<file path="config.mk">
export PLATFORM = sky130hd
export DESIGN_NAME = nif_ctl
export DESIGN_NICKNAME = d
export VERILOG_FILES = /design/src/rtl/nif_ctl_pkg.sv /design/src/rtl/nif_cmd_dec.sv /design/src/rtl/nif_wake_arb.sv /design/src/rtl/nif_link_stat.sv /design/src/rtl/nif_ctl.sv
export SDC_FILE = /design/constraint.sdc
export NUM_CORES = 1
export LEC_CHECK = 0
export CAP_MARGIN = 25
export CORE_UTILIZATION = 27
export DETAILED_ROUTE_END_ITERATION = 7
export MAX_ROUTING_LAYER = met4
export PLACE_DENSITY = 0.88
export REMOVE_ABC_BUFFERS = 1
export SLEW_MARGIN = 0
export SYNTH_ARGS = -nofsm -noshare
export SYNTH_HDL_FRONTEND = slang
export SYNTH_SLANG_ARGS = --single-unit
export TNS_END_PERCENT = 5
</file>
<file path="constraint.sdc">
create_clock -name clk -period 1.2 [get_ports clk]
set_input_delay 0.3 -clock clk [delete_from_list [all_inputs] [get_ports clk]]
set_output_delay 0.3 -clock clk [all_outputs]
set_load 0.1 [all_outputs]
</file>
<file path="src/rtl/nif_ctl_pkg.sv">
package nif_ctl_pkg;

  localparam int NSRC = 4;
  localparam int DSP_W = $clog2(NSRC);

  // source index equals its dispatch code
  typedef enum logic [1:0] {
    DSP_IN_START = 2'b00,
    DSP_CTRL     = 2'b01,
    DSP_OUT_REQ  = 2'b10,
    DSP_IN_DATA  = 2'b11
  } disp_e;

  typedef struct packed {
    logic mreset;
    logic last_set;
    logic try_clr_down;
    logic lb_on;
    logic lb_off;
    logic rly_on;
    logic rly_off;
    logic dis_on;
    logic dis_off;
  } ctl_act_t;

endpackage

</file>
<file path="src/rtl/nif_cmd_dec.sv">
module nif_cmd_dec
  import nif_ctl_pkg::*;
#(
  parameter int BUS_W       = 16,
  parameter int START_LSB   = 9,
  parameter int DIS_ON_BIT  = 10,
  parameter int DIS_OFF_BIT = 9
) (
  input  logic             start_valid,
  input  logic [BUS_W-1:0] start_word,
  input  logic             ctl_valid,
  input  logic [BUS_W-1:0] ctl_word,
  output logic             go_in_start,
  output logic             go_ctrl,
  output logic             go_out,
  output ctl_act_t         act
);

  localparam logic [BUS_W-1:0] W_NOP    = BUS_W'(0);
  localparam logic [BUS_W-1:0] W_MRST   = BUS_W'(1);
  localparam logic [BUS_W-1:0] W_LAST   = BUS_W'(2);
  localparam logic [BUS_W-1:0] W_TRYCLR = BUS_W'(3);
  localparam logic [BUS_W-1:0] W_LBON   = BUS_W'(4);
  localparam logic [BUS_W-1:0] W_LBOFF  = BUS_W'(5);
  localparam logic [BUS_W-1:0] W_RLYON  = BUS_W'(6);
  localparam logic [BUS_W-1:0] W_RLYOFF = BUS_W'(7);
  localparam logic [BUS_W-1:0] W_DISON  = BUS_W'(1) << DIS_ON_BIT;
  localparam logic [BUS_W-1:0] W_DISOFF = BUS_W'(1) << DIS_OFF_BIT;

  logic [1:0] sel;
  assign sel = start_word[START_LSB+1:START_LSB];

  always_comb begin
    go_in_start = 1'b0;
    go_ctrl     = 1'b0;
    go_out      = 1'b0;
    if (start_valid) begin
      unique case (sel)
        2'b11:   go_ctrl     = 1'b1;
        2'b10:   go_in_start = 1'b1;
        2'b01:   go_out      = 1'b1;
        default: ;
      endcase
    end
  end

  always_comb begin
    act = '0;
    if (ctl_valid) begin
      case (ctl_word)
        W_NOP:    ;
        W_MRST:   act.mreset       = 1'b1;
        W_LAST:   act.last_set     = 1'b1;
        W_TRYCLR: act.try_clr_down = 1'b1;
        W_LBON:   act.lb_on        = 1'b1;
        W_LBOFF:  act.lb_off       = 1'b1;
        W_RLYON:  act.rly_on       = 1'b1;
        W_RLYOFF: act.rly_off      = 1'b1;
        W_DISON:  act.dis_on       = 1'b1;
        W_DISOFF: act.dis_off      = 1'b1;
        default:  ;
      endcase
    end
  end

endmodule

</file>
<file path="src/rtl/nif_wake_arb.sv">
module nif_wake_arb
  import nif_ctl_pkg::*;
#(
  parameter int N  = NSRC,
  localparam int DW = (N > 1) ? $clog2(N) : 1
) (
  input  logic          clk,
  input  logic          rst_n,
  input  logic [N-1:0]  set,
  input  logic [N-1:0]  clr,
  output logic [N-1:0]  pend,
  output logic          wake,
  output logic [DW-1:0] disp
);

  for (genvar i = 0; i < N; i++) begin : g_src
    always_ff @(posedge clk or negedge rst_n) begin
      if (!rst_n)      pend[i] <= 1'b0;
      else if (clr[i]) pend[i] <= 1'b0;
      else if (set[i]) pend[i] <= 1'b1;
    end

    // clear beats set
    a_r4_clr_wins: assert property (@(posedge clk) disable iff (!rst_n)
      clr[i] |=> !pend[i]);
    // an unopposed set is pending next cycle
    a_r1_set_pends: assert property (@(posedge clk) disable iff (!rst_n)
      (set[i] && !clr[i]) |=> pend[i]);
  end

  assign wake = |pend;

  // highest index has priority
  always_comb begin
    disp = '0;
    for (int i = 0; i < N; i++) begin
      if (pend[i]) disp = DW'(i);
    end
  end

  // top source always wins the dispatch
  a_r2_top_wins: assert property (@(posedge clk) disable iff (!rst_n)
    pend[N-1] |-> (disp == DW'(N-1)));
  a_r2_idle_code: assert property (@(posedge clk) disable iff (!rst_n)
    !wake |-> (disp == '0));

endmodule

</file>
<file path="src/rtl/nif_link_stat.sv">
module nif_link_stat
  import nif_ctl_pkg::*;
#(
  parameter int BUS_W  = 16,
  parameter int WD_BIT = 2,
  parameter int NR_BIT = 1,
  parameter int HR_BIT = 0
) (
  input  logic             clk,
  input  logic             rst_n,
  input  ctl_act_t         act,
  input  logic             net_ready,
  output logic             last_word,
  output logic             loopback,
  output logic             host_relay,
  output logic             discard,
  output logic             xfer_stop,
  output logic [BUS_W-1:0] stat_word
);

  logic was_down;

  always_ff @(posedge clk or negedge rst_n) begin
    if (!rst_n) begin
      last_word  <= 1'b0;
      loopback   <= 1'b0;
      host_relay <= 1'b0;
      discard    <= 1'b0;
      xfer_stop  <= 1'b0;
      was_down   <= 1'b0;
    end else begin
      xfer_stop <= act.mreset;
      if (act.mreset)        last_word <= 1'b0;
      else if (act.last_set) last_word <= 1'b1;
      if (act.lb_on)         loopback  <= 1'b1;
      else if (act.lb_off)   loopback  <= 1'b0;
      if (act.rly_on)        host_relay <= 1'b1;
      else if (act.rly_off)  host_relay <= 1'b0;
      if (act.dis_on)        discard   <= 1'b1;
      else if (act.dis_off)  discard   <= 1'b0;
      if (!net_ready)             was_down <= 1'b1;
      else if (act.try_clr_down)  was_down <= 1'b0;
    end
  end

  for (genvar b = 0; b < BUS_W; b++) begin : g_stat
    if (b == WD_BIT) begin : g_wd
      assign stat_word[b] = was_down;
    end else if (b == NR_BIT) begin : g_nr
      assign stat_word[b] = ~net_ready;
    end else if (b == HR_BIT) begin : g_hr
      assign stat_word[b] = ~host_relay;
    end else begin : g_one
      assign stat_word[b] = 1'b1;
    end
  end

  // a down network always latches the flag
  a_r9_down_sticky: assert property (@(posedge clk) disable iff (!rst_n)
    !net_ready |=> was_down);
  // no clear attempt, no clearing
  a_r9_hold: assert property (@(posedge clk) disable iff (!rst_n)
    (was_down && !act.try_clr_down) |=> was_down);
  // master reset leaves the relay alone
  a_r5_relay_kept: assert property (@(posedge clk) disable iff (!rst_n)
    act.mreset |=> $stable(host_relay));
  // stop pulse lasts one cycle
  a_r5_stop_pulse: assert property (@(posedge clk) disable iff (!rst_n)
    (xfer_stop && !act.mreset) |=> !xfer_stop);

endmodule

</file>
<file path="src/rtl/nif_ctl.sv">
module nif_ctl
  import nif_ctl_pkg::*;
#(
  parameter int BUS_W       = 16,
  parameter int START_LSB   = 9,
  parameter int DIS_ON_BIT  = 10,
  parameter int DIS_OFF_BIT = 9,
  parameter int WD_BIT      = 2,
  parameter int NR_BIT      = 1,
  parameter int HR_BIT      = 0
) (
  input  logic             clk,
  input  logic             rst_n,
  input  logic             start_valid,
  input  logic [BUS_W-1:0] start_word,
  input  logic             ctl_valid,
  input  logic [BUS_W-1:0] ctl_word,
  input  logic             wake_clr,
  input  logic             out_req,
  input  logic             out_clr,
  input  logic             in_word,
  input  logic             in_ack,
  input  logic             net_ready,
  output logic             wake,
  output logic [1:0]       disp,
  output logic             out_en,
  output logic             xfer_stop,
  output logic             last_word,
  output logic             loopback,
  output logic             host_relay,
  output logic             discard,
  output logic [BUS_W-1:0] stat_word
);

  logic     go_in_start, go_ctrl, go_out;
  ctl_act_t act;
  logic [NSRC-1:0] set, clr, pend;

  nif_cmd_dec #(
    .BUS_W(BUS_W), .START_LSB(START_LSB),
    .DIS_ON_BIT(DIS_ON_BIT), .DIS_OFF_BIT(DIS_OFF_BIT)
  ) u_dec (
    .start_valid(start_valid), .start_word(start_word),
    .ctl_valid(ctl_valid), .ctl_word(ctl_word),
    .go_in_start(go_in_start), .go_ctrl(go_ctrl), .go_out(go_out),
    .act(act)
  );

  always_ff @(posedge clk or negedge rst_n) begin
    if (!rst_n)          out_en <= 1'b0;
    else if (act.mreset) out_en <= 1'b0;
    else if (go_out)     out_en <= 1'b1;
  end

  always_comb begin
    set = '0;
    clr = '0;
    set[DSP_IN_START] = go_in_start;
    set[DSP_CTRL]     = go_ctrl;
    set[DSP_OUT_REQ]  = go_out | (out_req & out_en);
    set[DSP_IN_DATA]  = in_word;
    clr[DSP_IN_START] = wake_clr | act.mreset;
    clr[DSP_CTRL]     = wake_clr | act.mreset;
    clr[DSP_OUT_REQ]  = out_clr  | act.mreset;
    clr[DSP_IN_DATA]  = in_ack   | act.mreset;
  end

  nif_wake_arb #(.N(NSRC)) u_arb (
    .clk(clk), .rst_n(rst_n), .set(set), .clr(clr),
    .pend(pend), .wake(wake), .disp(disp)
  );

  nif_link_stat #(
    .BUS_W(BUS_W), .WD_BIT(WD_BIT), .NR_BIT(NR_BIT), .HR_BIT(HR_BIT)
  ) u_stat (
    .clk(clk), .rst_n(rst_n), .act(act), .net_ready(net_ready),
    .last_word(last_word), .loopback(loopback), .host_relay(host_relay),
    .discard(discard), .xfer_stop(xfer_stop), .stat_word(stat_word)
  );

  // the wakeup strobe spares the output source
  a_r3_out_survives: assert property (@(posedge clk) disable iff (!rst_n)
    (pend[DSP_OUT_REQ] && wake_clr && !out_clr && !act.mreset) |=> pend[DSP_OUT_REQ]);
  // requests while disabled raise nothing
  a_r4_req_gated: assert property (@(posedge clk) disable iff (!rst_n)
    (!pend[DSP_OUT_REQ] && out_req && !out_en && !go_out) |=> !pend[DSP_OUT_REQ]);
  // master reset empties everything
  a_r5_mreset_clears: assert property (@(posedge clk) disable iff (!rst_n)
    act.mreset |=> (!wake && !out_en && !last_word));

endmodule

</file>
==> qor.csv, run 1 <==
metric,value,unit
ys_warn_count,0,
rsz0062_at_grt,true,
cp.required,0.90,ns
postSynthCellCount,74,
num_vias,696,
slowest_stage,dfrtp_1,
crit_family,simple AND/OR/NAND/NOR gates,
synth_cell_types,24,
layout.cells.non_filler,155,
seq_area_frac_synth,39.1,%
dpl_cell_area,1270,sq um
die_area,2810,sq um
grt_pass1_vias,707,
fillCellCount,252,
cp-start-kind,flip-flop,
final_layout_size_suffix_gt1_share,36.0,%
via_per_inst,4.49,
hold_path_class,in2async,
grt_pass1_wl,2.90,mm
place_congestion,0.751,
finalSetupTns,-1.28,ns
core,2480,sq um
max_cap_violations,0,
hold_buffers,0,
gr-usage-all-layers,15.3,%
cp_max_fo,2,
clkSlewWorstSetupHoldPaths,0.07,ns
yosys_register_bits,11,
dp_hpwl,1.50,mm
final.setup_skew,0.00000375,ns
p_leak,0.610,nW
area_growth,82.0,%
violations,setup timing,
cts_inserted_buffers,3,
drc_errors,0,
irDropWorstVdd,546,uV
nets,168,
clock-sinks,11,
die_h,53.0,microns
final_common_cell,conb_1,
critPathKind,reg2out,
seqCellArea,278,sq um
cts_buffer_depth,2,
crit_arrival,1.42,ns
crit_buf_inv,1,
final_util,51.7,%
setup_ws,-0.516,ns
dieWidth,53.0,microns
setup_violations,10,
fin_crit_sh,143,%
antenna_found_initial,0,
row_count,18,
dp.cells,151,
holdWs,0.353,ns
netlist_area,703,sq um
n_antenna_cell,0,
cts_tree,done,
grt_max_degree,12,
insertion_delay,0.26,ns
htreeDepth,1,
avgSynthCellArea,9.50,sq um
portBuffers,39,
fin_area,1280,sq um
drt_wl_total,1.83,mm
drt_first_pass_iters,4,
timing.final.max_slew_violations,0,
hold_violations,0,
final_cell_mix,"conb_1, buf_12, clkdlybuf4s50_1, dfrtp_1, buf_4",
grt_overflow,0,
clockRootBuffer,clkbuf_4,
cp-end-kind,output pin,
fmax,0.583,GHz
status,"finished, violations left",
fin_crit,1.72,ns
initial_core_util,28.4,%
drtIter0Drc,9,
wl_per_cell,11.8,microns
multi_input_area,363,sq um
crit_chain,or2_4 -> or3_4 -> buf_12,
power_density,896,nW/um^2
slowest_delay,0.38,ns
io_pins,67,
ant_nets,0,
## cells by family (layout without fill, tap and decap cells)
logic type      Yosys count  after routing  share of synthesized area (%)
simple gates             27             27                           28.8
other cells               1             13                          0.533
buf+inv                  20             59                           18.1
flops                    11             11                           39.1
compound gates           14             14                           11.9
mux                       1              1                           1.42
## worst reg2reg max path: cells and delay by family, from the launching register on
family           cells  cell delay, ns
AO/OA/AOI/OAI        1            0.15
flip-flops           1            0.43
AND/OR/NAND/NOR      3            0.18
## worst paths after layout
kind / start / slack, ns / endpoint / cells past startpoint
setup / recovery: u_arb.pend[2] / -0.52 / wake / 3
hold / removal: rst_n / 0.35 / u_arb.pend[0] / 1
setup reg to reg: out_en / 0.32 / u_arb.pend[2] / 4
hold reg to reg: u_arb.pend[0] / 0.58 / u_arb.pend[0] / 2
max in group asynchronous: rst_n / 0.50 / out_en / 1
min in group clk: ctl_word[8] / 0.42 / u_stat.xfer_stop / 4
## registers in the layout, summed over array words and instances, names as in the netlist
register           cells
u_stat.discard         1
u_stat.loopback        1
u_stat.xfer_stop       1
out_en                 1
u_stat.last_word       1
u_stat.was_down        1
u_arb.pend             4
u_stat.host_relay      1
## metrics by stage
stage	worst slack [ns]	power (mW)
floorplan	-0.759	0.703
detailed placement	-0.638	0.919
global route	-0.554	1.20
CTS	-0.508	1.16
global placement	-0.553	0.914
finish	-0.516	1.15
## cell type report
class                   count  area share (%)
clock buffers               4            2.05
well taps                  30            2.93
multi-input cells          55            28.3
repair buffers             49            43.2
inverters                   6            1.76
flip-flops and latches     11            21.7
## layer usage
layer	part of all wire (%)	track usage [%]
met5	0	-
met4	2.8	7.89
met2	54	28.9
met1	37	14.2
met3	6.4	3.45
## Yosys cell counts
library cell	number	area [sq um]
nor3_4	1	16.3
a21o_1	1	7.51
nor3_1	6	30.0
nand2_1	6	22.5
conb_1	1	3.75
a31oi_1	5	31.3
and3_1	1	6.26
nand4_1	2	12.5
nand4_2	1	12.5
or2_2	1	6.26
nor4_4	2	42.5
o21ai_1	1	5.00
nand2b_1	1	6.26
o31ai_1	2	15.0
nor2_1	3	11.3
nor4b_4	1	23.8
a21oi_1	1	5.00
inv_1	6	22.5
buf_4	14	105
or3_1	1	6.26
mux2i_1	1	10.0
o21ai_0	4	20.0
nor2b_1	1	6.26
dfrtp_1	11	275
## timing repair
| item | CTS | global route |
|---|---|---|
| buffers inserted | 0 | 0 |
| resized for setup | 31 | 14 |
| pin swaps | 8 | 2 |
| endpoints found under the hold margin | 0 | 0 |
| endpoints found under the setup margin | 17 | 19 |
## power by group
part           switching, mW  internal [mW]  total, mW
sequential           0.00564          0.379      0.385
clock                  0.113          0.128      0.241
combinational          0.360          0.161      0.521
total                  0.478          0.669       1.15
(Power assumes the default switching activity.)
==> run 2: changes to the inputs <==
--- a/config.mk
+++ b/config.mk
@@ -6,11 +6,13 @@
 export NUM_CORES = 1
 export LEC_CHECK = 0
 export CAP_MARGIN = 25
-export CORE_UTILIZATION = 27
+export CORE_UTILIZATION = 29
+export CTS_CLUSTER_DIAMETER = 40
 export DETAILED_ROUTE_END_ITERATION = 7
 export MAX_ROUTING_LAYER = met4
-export PLACE_DENSITY = 0.88
+export PLACE_DENSITY = 0.9
 export REMOVE_ABC_BUFFERS = 1
+export SKIP_LAST_GASP = 1
 export SLEW_MARGIN = 0
 export SYNTH_ARGS = -nofsm -noshare
 export SYNTH_HDL_FRONTEND = slang
==> constraint.sdc (replaced) <==
create_clock -name clk -period 1.8 [get_ports clk]
set_input_delay 0.45 -clock clk [delete_from_list [all_inputs] [get_ports clk]]
set_output_delay 0.45 -clock clk [all_outputs]
set_load 0.1 [all_outputs]
==> qor.csv, run 2 (same netlist as run 1, synthesis figures left out) <==
metric,value,unit,change
p_leak,0.574,nW,-5.9%
top_register,u_arb.pend,,
dpl_cell_area,1230,sq um,-3.2%
violations,setup timing,,
cp-end-kind,output pin,,
hold_buffers,0,,unchanged
die_h,51.2,microns,-3.4%
fillCellCount,200,,-21%
setup_ws,-0.0604,ns,+0.456 ns
finalSetupTns,-0.0604,ns,+1.22 ns
holdWs,0.506,ns,+0.153 ns
p_total,772,uW,-33%
ant_nets,0,,unchanged
grt_overflow,0,,unchanged
status,"finished, violations left",,
grt_pass1_vias,809,,+14%
crit_chain,or2_4 -> or3_4 -> buf_12,,
fin_area,1270,sq um,-0.39%
gr-usage-all-layers,18.2,%,+2.9 points
fmax,0.538,GHz,
hold_violations,0,,unchanged
drt_wl_total,2.01,mm,+10%
core,2250,sq um,-9.0%
largest_reg_flops,4,,unchanged
dp_hpwl,1.76,mm,+17%
via_per_inst,4.74,,+5.6%
row_count,17,,-1
drtIter0Drc,18,,+9
cp_max_fo,2,,unchanged
clkSlewWorstSetupHoldPaths,0.06,ns,about the same
crit_family,simple AND/OR/NAND/NOR gates,,
antenna_found_initial,0,,unchanged
timing.final.max_slew_violations,0,,unchanged
nets,165,,-1.8%
final.setup_skew,0.00196,ns,+0.00196 ns
drt_first_pass_iters,4,,unchanged
fin_crit_sh,103,%,
cts_tree,done,,
dieWidth,51.2,microns,-3.4%
hold_path_class,in2async,,
cp.required,1.35,ns,+0.45 ns
portBuffers,39,,unchanged
final_cell_mix,"clkdlybuf4s50_1, conb_1, buf_12, dfrtp_1, buf_4",,
clockRootBuffer,clkbuf_4,,
die_area,2630,sq um,-6.6%
dp_worst_setup_slack,-0.218,ns,+0.420 ns
place_congestion,0.839,,+12%
setup_violations,1,,-9
final_util,56.5,%,+4.9 points
power_density,605,nW/um^2,-32%
slowest_stage,dfrtp_1,,
slowest_delay,0.38,ns,about the same
final_common_cell,clkdlybuf4s50_1,,
final_layout_size_suffix_gt1_share,23.8,%,-12 points
n_antenna_cell,0,,unchanged
critPathKind,reg2out,,
num_vias,711,,+2.2%
cp-start-kind,flip-flop,,
max_cap_violations,0,,unchanged
insertion_delay,0.26,ns,about the same
grt_max_degree,12,,unchanged
rsz0062_at_grt,true,,
cts_buffer_depth,2,,unchanged
wl_per_cell,13.4,microns,+14%
layout.cells.non_filler,150,,-3.2%
cts_inserted_buffers,3,,unchanged
area_growth,81.3,%,
crit_arrival,1.41,ns,about the same
io_pins,67,,unchanged
crit_buf_inv,1,,unchanged
fin_crit,1.86,ns,
dp.cells,144,,-4.6%
grt_pass1_wl,3.42,mm,+18%
irDropWorstVdd,366,uV,-33%
initial_core_util,31.2,%,+2.8 points
clock-sinks,11,,unchanged
drc_errors,0,,unchanged
htreeDepth,1,,unchanged
## run 2: area by class of cell
type,instances,area (sq um),share of cell area (%)
sequential,11,275,21.6
inverter,6,22.5,1.77
clock buffer,4,26.3,2.06
timing repair buffer,46,563,44.2
tap,28,35.0,2.75
multi-input combinational,55,353,27.7
## run 2: routing by layer
layer,track usage (%),vias up,part of all wire [%]
met2,36.0,30,59
met1,14.7,341,32
li1,-,330,-
met4,9.91,0,3.9
met5,-,-,0
met3,5.36,10,4.5
## run 2: worst paths after layout
| path | from | to | slack (ns) | cells past startpoint |
|---|---|---|---|---|
| worst max-delay path | u_arb.pend[3] | wake | -0.06 | 3 |
| worst min-delay path | rst_n | u_stat.xfer_stop | 0.51 | 1 |
| worst max register to register | out_en | u_arb.pend[2] | 0.92 | 4 |
| worst min register to register | u_stat.was_down | u_stat.was_down | 0.59 | 2 |
| max in group asynchronous | rst_n | u_stat.last_word | 0.98 | 1 |
| min in group clk | u_stat.was_down | u_stat.was_down | 0.59 | 2 |
## run 2: what timing repair did
item,CTS,global route
setup endpoints to repair,1,8
buffers inserted,2,0
pin swaps,1,0
resized for setup,2,0
## run 2: worst register-to-register path: cells and delay by family (launching register included)
family / cells / cell delay, ns
flops: 1 / 0.42
simple gates: 3 / 0.20
compound gates: 1 / 0.14
## run 2: power breakdown
| group | switching [mW] | leakage [nW] | total, mW | internal [mW] |
|---|---|---|---|---|
| registers | 0.00352 | 0.134 | 0.256 | 0.253 |
| logic | 0.240 | 0.425 | 0.355 | 0.115 |
| clock network | 0.0747 | 0.0150 | 0.160 | 0.0857 |
